<file path="src/rtl/apm_smi_pkg.sv">
package apm_smi_pkg;

    localparam logic [7:0] ACPI_ON_CMD  = 8'hF1;
    localparam logic [7:0] ACPI_OFF_CMD = 8'hF0;
    localparam int         APM_EN_BIT   = 5;
    localparam int         GATE_BIT     = 0;
    localparam int         BCAST_BIT    = 0;

    typedef enum logic [1:0] {
        CMD_IDLE     = 2'd0,
        CMD_ACPI_ON  = 2'd1,
        CMD_ACPI_OFF = 2'd2,
        CMD_RAISE    = 2'd3
    } cmd_kind_e;

    typedef struct packed {
        logic set_p;
        logic clr_p;
        logic state;
    } acpi_flags_t;

    function automatic cmd_kind_e classify_cmd(input logic wr, input logic [7:0] v);
        if (!wr)                  return CMD_IDLE;
        else if (v == ACPI_ON_CMD)  return CMD_ACPI_ON;
        else if (v == ACPI_OFF_CMD) return CMD_ACPI_OFF;
        else                      return CMD_RAISE;
    endfunction

endpackage

</file>
<file path="src/rtl/apm_cmd_decode.sv">
module apm_cmd_decode
    import apm_smi_pkg::*;
(
    input  logic       clk,
    input  logic       rst,
    input  logic       cmd_wr,
    input  logic [7:0] cmd_data,
    input  logic       apm_en,
    output logic       fire,
    output acpi_flags_t acpi
);
    cmd_kind_e kind;
    acpi_flags_t acpi_r;

    always_comb begin
        kind = classify_cmd(cmd_wr, cmd_data);
        fire = (kind == CMD_RAISE) && apm_en;
    end

    always_ff @(posedge clk) begin
        if (rst) begin
            acpi_r <= '0;
        end else begin
            acpi_r.set_p <= (kind == CMD_ACPI_ON);
            acpi_r.clr_p <= (kind == CMD_ACPI_OFF);
            if (kind == CMD_ACPI_ON)
                acpi_r.state <= 1'b1;
            else if (kind == CMD_ACPI_OFF)
                acpi_r.state <= 1'b0;
        end
    end

    assign acpi = acpi_r;
endmodule

</file>
<file path="src/rtl/feat_negotiator.sv">
module feat_negotiator #(
    parameter int                FEAT_W    = 64,
    parameter logic [FEAT_W-1:0] HOST_FEAT = FEAT_W'(5)
) (
    input  logic              clk,
    input  logic              rst,
    input  logic              req_wr,
    input  logic [FEAT_W-1:0] req_data,
    input  logic              fok_trig,
    output logic [FEAT_W-1:0] req_q,
    output logic              fok_q,
    output logic [FEAT_W-1:0] nego_q
);
    logic subset_ok;

    always_comb subset_ok = ((req_q & ~HOST_FEAT) == '0);

    always_ff @(posedge clk) begin
        if (rst) begin
            req_q  <= '0;
            fok_q  <= 1'b0;
            nego_q <= '0;
        end else begin
            if (req_wr)
                req_q <= req_data;
            if (fok_trig && !fok_q && subset_ok) begin
                fok_q  <= 1'b1;
                nego_q <= req_q;
            end
        end
    end
endmodule

</file>
<file path="src/rtl/smien_lock_regs.sv">
module smien_lock_regs
    import apm_smi_pkg::*;
#(
    parameter int SMIEN_W = 32
) (
    input  logic               clk,
    input  logic               rst,
    input  logic               smien_wr,
    input  logic [SMIEN_W-1:0] smien_data,
    input  logic               lock_wr,
    input  logic               lock_data,
    output logic [SMIEN_W-1:0] smien_q,
    output logic               lock_q
);
    logic [SMIEN_W-1:0] wmask;

    always_comb begin
        wmask = '1;
        if (lock_q)
            wmask[GATE_BIT] = 1'b0;
    end

    always_ff @(posedge clk) begin
        if (rst) begin
            smien_q <= '0;
            lock_q  <= 1'b0;
        end else begin
            if (smien_wr)
                smien_q <= (smien_q & ~wmask) | (smien_data & wmask);
            if (lock_wr && !lock_q)
                lock_q <= lock_data;
        end
    end
endmodule

</file>
<file path="src/rtl/smi_fanout.sv">
module smi_fanout #(
    parameter int NUM_CPU   = 4,
    parameter int CPU_IDX_W = 2
) (
    input  logic                 clk,
    input  logic                 rst,
    input  logic                 fire,
    input  logic                 bcast,
    input  logic [CPU_IDX_W-1:0] cpu_idx,
    output logic [NUM_CPU-1:0]   smi_req
);
    for (genvar i = 0; i < NUM_CPU; i++) begin : g_cpu
        always_ff @(posedge clk) begin
            if (rst)
                smi_req[i] <= 1'b0;
            else
                smi_req[i] <= fire && (bcast || (cpu_idx == CPU_IDX_W'(i)));
        end
    end
endmodule

</file>
<file path="src/rtl/apm_smi_ctrl.sv">
module apm_smi_ctrl
    import apm_smi_pkg::*;
#(
    parameter int                NUM_CPU   = 4,
    parameter int                FEAT_W    = 64,
    parameter int                SMIEN_W   = 32,
    parameter logic [FEAT_W-1:0] HOST_FEAT = FEAT_W'(5),
    localparam int               CPU_IDX_W = (NUM_CPU > 1) ? $clog2(NUM_CPU) : 1
) (
    input  logic                 clk,
    input  logic                 rst,
    input  logic                 cmd_wr,
    input  logic [7:0]           cmd_data,
    input  logic [CPU_IDX_W-1:0] cmd_cpu,
    input  logic                 req_wr,
    input  logic [FEAT_W-1:0]    req_data,
    input  logic                 fok_trig,
    input  logic                 smien_wr,
    input  logic [SMIEN_W-1:0]   smien_data,
    input  logic                 lock_wr,
    input  logic                 lock_data,
    output logic [FEAT_W-1:0]    req_q,
    output logic                 fok_q,
    output logic [FEAT_W-1:0]    nego_q,
    output logic [SMIEN_W-1:0]   smien_q,
    output logic                 lock_q,
    output logic                 acpi_en_q,
    output logic                 acpi_set_p,
    output logic                 acpi_clr_p,
    output logic [NUM_CPU-1:0]   smi_req
);
    logic        fire;
    acpi_flags_t acpi;

    apm_cmd_decode u_dec (
        .clk      (clk),
        .rst      (rst),
        .cmd_wr   (cmd_wr),
        .cmd_data (cmd_data),
        .apm_en   (smien_q[APM_EN_BIT]),
        .fire     (fire),
        .acpi     (acpi)
    );

    feat_negotiator #(.FEAT_W(FEAT_W), .HOST_FEAT(HOST_FEAT)) u_feat (
        .clk      (clk),
        .rst      (rst),
        .req_wr   (req_wr),
        .req_data (req_data),
        .fok_trig (fok_trig),
        .req_q    (req_q),
        .fok_q    (fok_q),
        .nego_q   (nego_q)
    );

    smien_lock_regs #(.SMIEN_W(SMIEN_W)) u_en (
        .clk        (clk),
        .rst        (rst),
        .smien_wr   (smien_wr),
        .smien_data (smien_data),
        .lock_wr    (lock_wr),
        .lock_data  (lock_data),
        .smien_q    (smien_q),
        .lock_q     (lock_q)
    );

    smi_fanout #(.NUM_CPU(NUM_CPU), .CPU_IDX_W(CPU_IDX_W)) u_fan (
        .clk     (clk),
        .rst     (rst),
        .fire    (fire),
        .bcast   (nego_q[BCAST_BIT]),
        .cpu_idx (cmd_cpu),
        .smi_req (smi_req)
    );

    assign acpi_en_q  = acpi.state;
    assign acpi_set_p = acpi.set_p;
    assign acpi_clr_p = acpi.clr_p;
endmodule

</file>
<file path="config.mk">
export PLATFORM = sky130hd
export DESIGN_NAME = apm_smi_ctrl
export DESIGN_NICKNAME = d
export VERILOG_FILES = /design/src/rtl/apm_smi_pkg.sv /design/src/rtl/apm_cmd_decode.sv /design/src/rtl/feat_negotiator.sv /design/src/rtl/smien_lock_regs.sv /design/src/rtl/smi_fanout.sv /design/src/rtl/apm_smi_ctrl.sv
export SDC_FILE = /design/constraint.sdc
export NUM_CORES = 1
export LEC_CHECK = 0
export BUFFER_PORTS_ARGS = -buffer_cell sky130_fd_sc_hd__buf_2
export CELL_PAD_IN_SITES_DETAIL_PLACEMENT = 0
export CELL_PAD_IN_SITES_GLOBAL_PLACEMENT = 2
export CORE_MARGIN = 4
export CORE_UTILIZATION = 27
export DETAILED_ROUTE_END_ITERATION = 7
export GPL_TIMING_DRIVEN = 0
export PLACE_DENSITY_LB_ADDON = 0.1
export SLEW_MARGIN = 20
export SYNTH_ARGS = -nofsm -noshare
export SYNTH_HDL_FRONTEND = slang
export SYNTH_SLANG_ARGS = --single-unit
</file>
<file path="constraint.sdc">
create_clock -name clk -period 2.5 [get_ports clk]
set_clock_uncertainty 0.1 [all_clocks]
set_input_delay 0.125 -clock clk [delete_from_list [all_inputs] [get_ports clk]]
set_output_delay 0.125 -clock clk [all_outputs]
set_load 0.05 [all_outputs]
</file>
# Word level (Yosys, flattened, before mapping)
# Index checks and enable logic that the tools add are counted.
[totals]
out_inout_bits = 169
register_bits = 169
elab_cells = 47
input_bits = 114
[classes]
n_mux = 6
bitwise_logic = 4
n_eq_ne = 8
n_reduce_logical = 17
[op_table]
columns = ["operator", "n"]
rows = [
  ["32-bit AND", 2],
  ["64-bit zero test", 1],
  ["32-bit NOT", 1],
  ["32-bit OR", 1],
  ["8-bit == test, second input constant", 2],
  ["2-bit == test, second input constant", 4],
  ["1-bit logical AND", 8],
  ["2-bit by 1-bit == test with 1-bit output, second input constant", 2],
  ["1-bit logical OR", 4],
  ["1-bit two-way mux", 4],
  ["2-bit two-way mux", 2],
  ["1-bit zero test", 2],
  ["2-bit zero test", 1],
  ["2-bit nonzero test", 1],
]

# Longest topological paths before layout
[logic_depth]
ltp_word = 7
ltp_mapped = 5
depth_no_buf = 4

# Hierarchy
# From an unflattened synthesis, not the netlist that was laid out.
[hier_totals]
hier_cells = 506
area_unflattened_um2 = 5766.8
[modules_own_cells]
columns = ["mod", "instances", "cells_each", "seq_area_each_um2", "area_each_um2"]
rows = [
  ["feat_negotiator", 1, 369, 2582.5, 4276.6],
  ["smien_lock_regs", 1, 109, 660.6, 1214.9],
  ["apm_cmd_decode", 1, 14, 60.1, 137.6],
  ["smi_fanout", 1, 14, 80.1, 137.6],
]

# Worst setup path after synthesis
# Ideal clock, no wire load.
[synth_path]
path_kind = "register to register"
from = "register u_feat.req_q[39]"
to = "register u_feat.nego_q[30]"
setup_slack_ns = 0.499
setup_time_ns = 0.115
path_buffers = 1
required_ns = 2.285
path_stages_with_launch = 6
synth_period_minus_slack_ns = 2.001
arrival_ns = 1.786
cell_sequence = "dfxtp_1 -> nor4_1 -> nand4_1 -> o41a_4 -> buf_6 -> and2_1"
[synth_between]
elab_chain_len = 2
[synth_lines]
columns = ["item", "line", "rtl"]
rows = [
  ["start, declared", "feat_negotiator.sv:10", "output logic [FEAT_W-1:0] req_q,"],
  ["start signal, assigned", "feat_negotiator.sv:25", "req_q <= req_data;"],
  ["64-bit zero test", "feat_negotiator.sv:16", "always_comb subset_ok = ((req_q & ~HOST_FEAT) == '0);"],
  ["1-bit logical AND", "feat_negotiator.sv:26", "if (fok_trig && !fok_q && subset_ok) begin"],
  ["end signal, assigned", "feat_negotiator.sv:28", "nego_q <= req_q;"],
  ["end, declared", "feat_negotiator.sv:12", "output logic [FEAT_W-1:0] nego_q"],
]
# No other way between the ends.
# A chain may end at the register's enable or synchronous reset.

# Worst setup path after layout
[layout_path]
from = "register u_feat.req_q[11]"
to = "register u_feat.nego_q[6]"
# The elaborated chain is that of the path after synthesis.

==> results.json <==
{
  "drt_pre_antenna_iters": 4,
  "detail-route-antenna-nets": 0,
  "p_leak_nw": 4.61,
  "rsz0062_at_grt": "no",
  "clockBufferDepth": 2,
  "cts_tree": "done",
  "synth_area_um2": 5680,
  "num_vias": 4903,
  "nets": 1028,
  "dp_cells": 1057,
  "die_y_um": 153,
  "yosysSeqAreaShare": 0.595,
  "synth.avg_cell_area_um2": 11.2,
  "syn2layout_area_growth_pct": 59.6,
  "diodes": 0,
  "fin_cells": 1197,
  "place_ws_ps": 260,
  "viasPerCell": 4.10,
  "required_ps": 2720,
  "wirelength_um": 17800,
  "grt_use_total": 0.149,
  "clock.fmax_mhz": 450,
  "crit_chain": "nor4_1 > nand4_1 > o41a_4 > buf_6 > and2_1",
  "fin_tns_setup_ps": 0,
  "synth_seq_cells": 169,
  "hold_viol": 0,
  "max-cap-violations": 0,
  "cts_buffers": 17,
  "crit_path_start_kind": "flop",
  "drive_gt1_frac": 0.396,
  "grt_pass1_wl_um": 27900,
  "cts_resized": 0,
  "initial_core_util": 0.277,
  "holdCritStartpoint": "smien_wr",
  "powerDensity_nw_per_um2": 699,
  "syn_nets": 621,
  "clkTransAtPathRegs_ps": 70,
  "r2r-start": "u_feat.req_q[11]",
  "worstPathMaxFanout": 10,
  "grt_pass1_vias": 5137,
  "fin_crit_sh": 0.888,
  "rr_worst_depth": 5,
  "total_power_w": 0.00635,
  "port_buffers": 280,
  "dpl.hpwl_um": 13400,
  "cts_hold_buf": 108,
  "cts_setup_buffers": 0,
  "hold_path.class": "input pin to flop",
  "post-route-drc-count": 0,
  "hold_depth": 4,
  "cpLargestDelayFamily": "simple AND/OR/NAND/NOR gates",
  "place.gp.congestion": 0.799,
  "clkSinkCount": 169,
  "ys_types": 25,
  "max_slew_margin": 0.512,
  "holdWs_ps": 106,
  "slowest_delay_ps": 580,
  "drtIter0Drc": 108,
  "final_max_slew_viol_count": 0,
  "r2r_end": "u_feat.nego_q[6]",
  "core_um2": 20500,
  "num_rows": 52,
  "timing.final.ws_setup_ps": 279,
  "crit_buf_inv": 1,
  "end_kind": "flop",
  "reg2reg_slack_ps": 280,
  "outcome": "complete, no violations",
  "crit_arrival_ps": 2440,
  "io_pins": 283,
  "clock_latency_ps": 420,
  "grt_max_degree": 17,
  "htreeDepth": 4,
  "ys.warnings.count": 0,
  "tightest_slew_ps": 725,
  "critical_path_class": "flop to flop",
  "antenna_found_initial": 0,
  "wire_per_inst_um": 14.8,
  "dieArea_um2": 23400,
  "layout_min_cycle_time_ps": 2220,
  "cts_root_buf": "clkbuf_16",
  "irDropWorstVdd_mv": 0.422,
  "die_w_um": 153,
  "finalSetupViolCount": 0,
  "grt_overflow": 0,
  "syn_inst": 507,
  "slowest_stage": "o41a_4"
}
==> tightest hold or removal path: stages <==
cell      delay, ps
clkbuf_1        120
nor2b_1         160
mux2i_1         110
nor2_1           70
==> flip-flops by register name, indices dropped and copies added, names as in the netlist, named ones only <==
signal,flops
u_en.lock_q,1
u_feat.req_q,64
u_en.smien_q,31
u_feat.fok_q,1
u_feat.nego_q,64
u_dec.acpi,3
u_fan.smi_req,4
==> worst max path at each step <==
stage / start / end / cells past startpoint
6_report: u_feat.req_q[11] / u_feat.nego_q[6] / 5
5_1_grt: rst / u_dec.acpi[1] / 6
4_1_cts: rst / u_dec.acpi[1] / 6
3_5_place_dp: u_feat.req_q[11] / u_feat.nego_q[6] / 5
3_3_place_gp: u_feat.req_q[11] / u_feat.nego_q[43] / 5
2_1_floorplan: u_feat.req_q[39] / u_feat.nego_q[30] / 5
==> routing by layer <==
| layer | routed length [µm] | vias to the layer above | share of wire | GRT usage |
|---|---|---|---|---|
| li1 | - | 2503 | - | - |
| met1 | 7640 | 2205 | 0.43 | 0.185 |
| met2 | 8270 | 173 | 0.47 | 0.236 |
| met3 | 1550 | 22 | 0.087 | 0.0619 |
| met4 | 308 | 0 | 0.017 | 0.0471 |
| met5 | 0 | - | 0 | 0 |
==> cell type report <==
cell class | instances | area [µm²]
buffer | 30 | 176
clock inverter | 14 | 139
tap | 270 | 338
clock buffer | 18 | 429
fill | 1998 | 11400
inverter | 4 | 15.0
multi-input combinational | 304 | 2110
timing repair buffer | 388 | 2480
sequential | 169 | 3380
==> cell usage after synthesis <==
master | instances | area share
buf_6 | 6 | 0.012
buf_2 | 9 | 0.0079
and3_1 | 1 | 0.0011
o21a_1 | 1 | 0.0013
nor4_1 | 17 | 0.019
nor2_1 | 102 | 0.067
and2_1 | 25 | 0.028
buf_4 | 2 | 0.0026
or4_1 | 1 | 0.0013
inv_1 | 4 | 0.0026
nor4_2 | 1 | 0.0022
a21oi_1 | 6 | 0.0053
nand4_1 | 5 | 0.0055
dfxtp_1 | 169 | 0.60
mux2i_1 | 98 | 0.17
and2_4 | 35 | 0.054
nand2_1 | 4 | 0.0026
clkbuf_1 | 10 | 0.0066
nor2b_1 | 1 | 0.0011
buf_1 | 3 | 0.0020
nor4b_1 | 1 | 0.0015
o41a_4 | 1 | 0.0037
nand3_1 | 2 | 0.0018
and2_2 | 2 | 0.0026
o21ai_0 | 1 | 0.00088
==> cell families after synthesis <==
| family | synth area share |
|---|---|
| AOI/OAI and AO/OA | 0.0112 |
| buffers and inverters | 0.0337 |
| DFF | 0.595 |
| muxes | 0.173 |
| and+or+nand+nor | 0.187 |
==> cell usage in the layout (no fill, tap or decap), drive strengths merged <==
cell type and n:
nor4 18, clkinvlp 1, and2 62, nor2 102
nor4b 1, nand2 4, nand4 5, a21oi 6
nand3 2, dfxtp 169, o21ai 1, clkinv 5
inv 11, mux2i 98, nor2b 1, buf 300
and3 1, clkbuf 28, bufinv 1, dlygate4sd3 108
or4 1, o21a 1, o41a 1
==> report_power, final <==
group	total (W)	internal, W	leakage (nW)	switching [W]
logic	0.000948	0.000360	2.95	0.000588
registers	0.00285	0.00279	1.38	0.0000637
clock network	0.00255	0.00140	0.281	0.00115
total	0.00635	0.00455	4.61	0.00180
==> stage by stage <==
stage / cell area (µm²) / util
3_3_place_gp: 7420 / 0.362
4_1_cts: 9070 / 0.443
2_1_floorplan: 5680 / -
6_report: 9070 / 0.443
5_1_grt: 9070 / 0.443
3_5_place_dp: 7420 / 0.362
(Power assumes the default switching activity.)
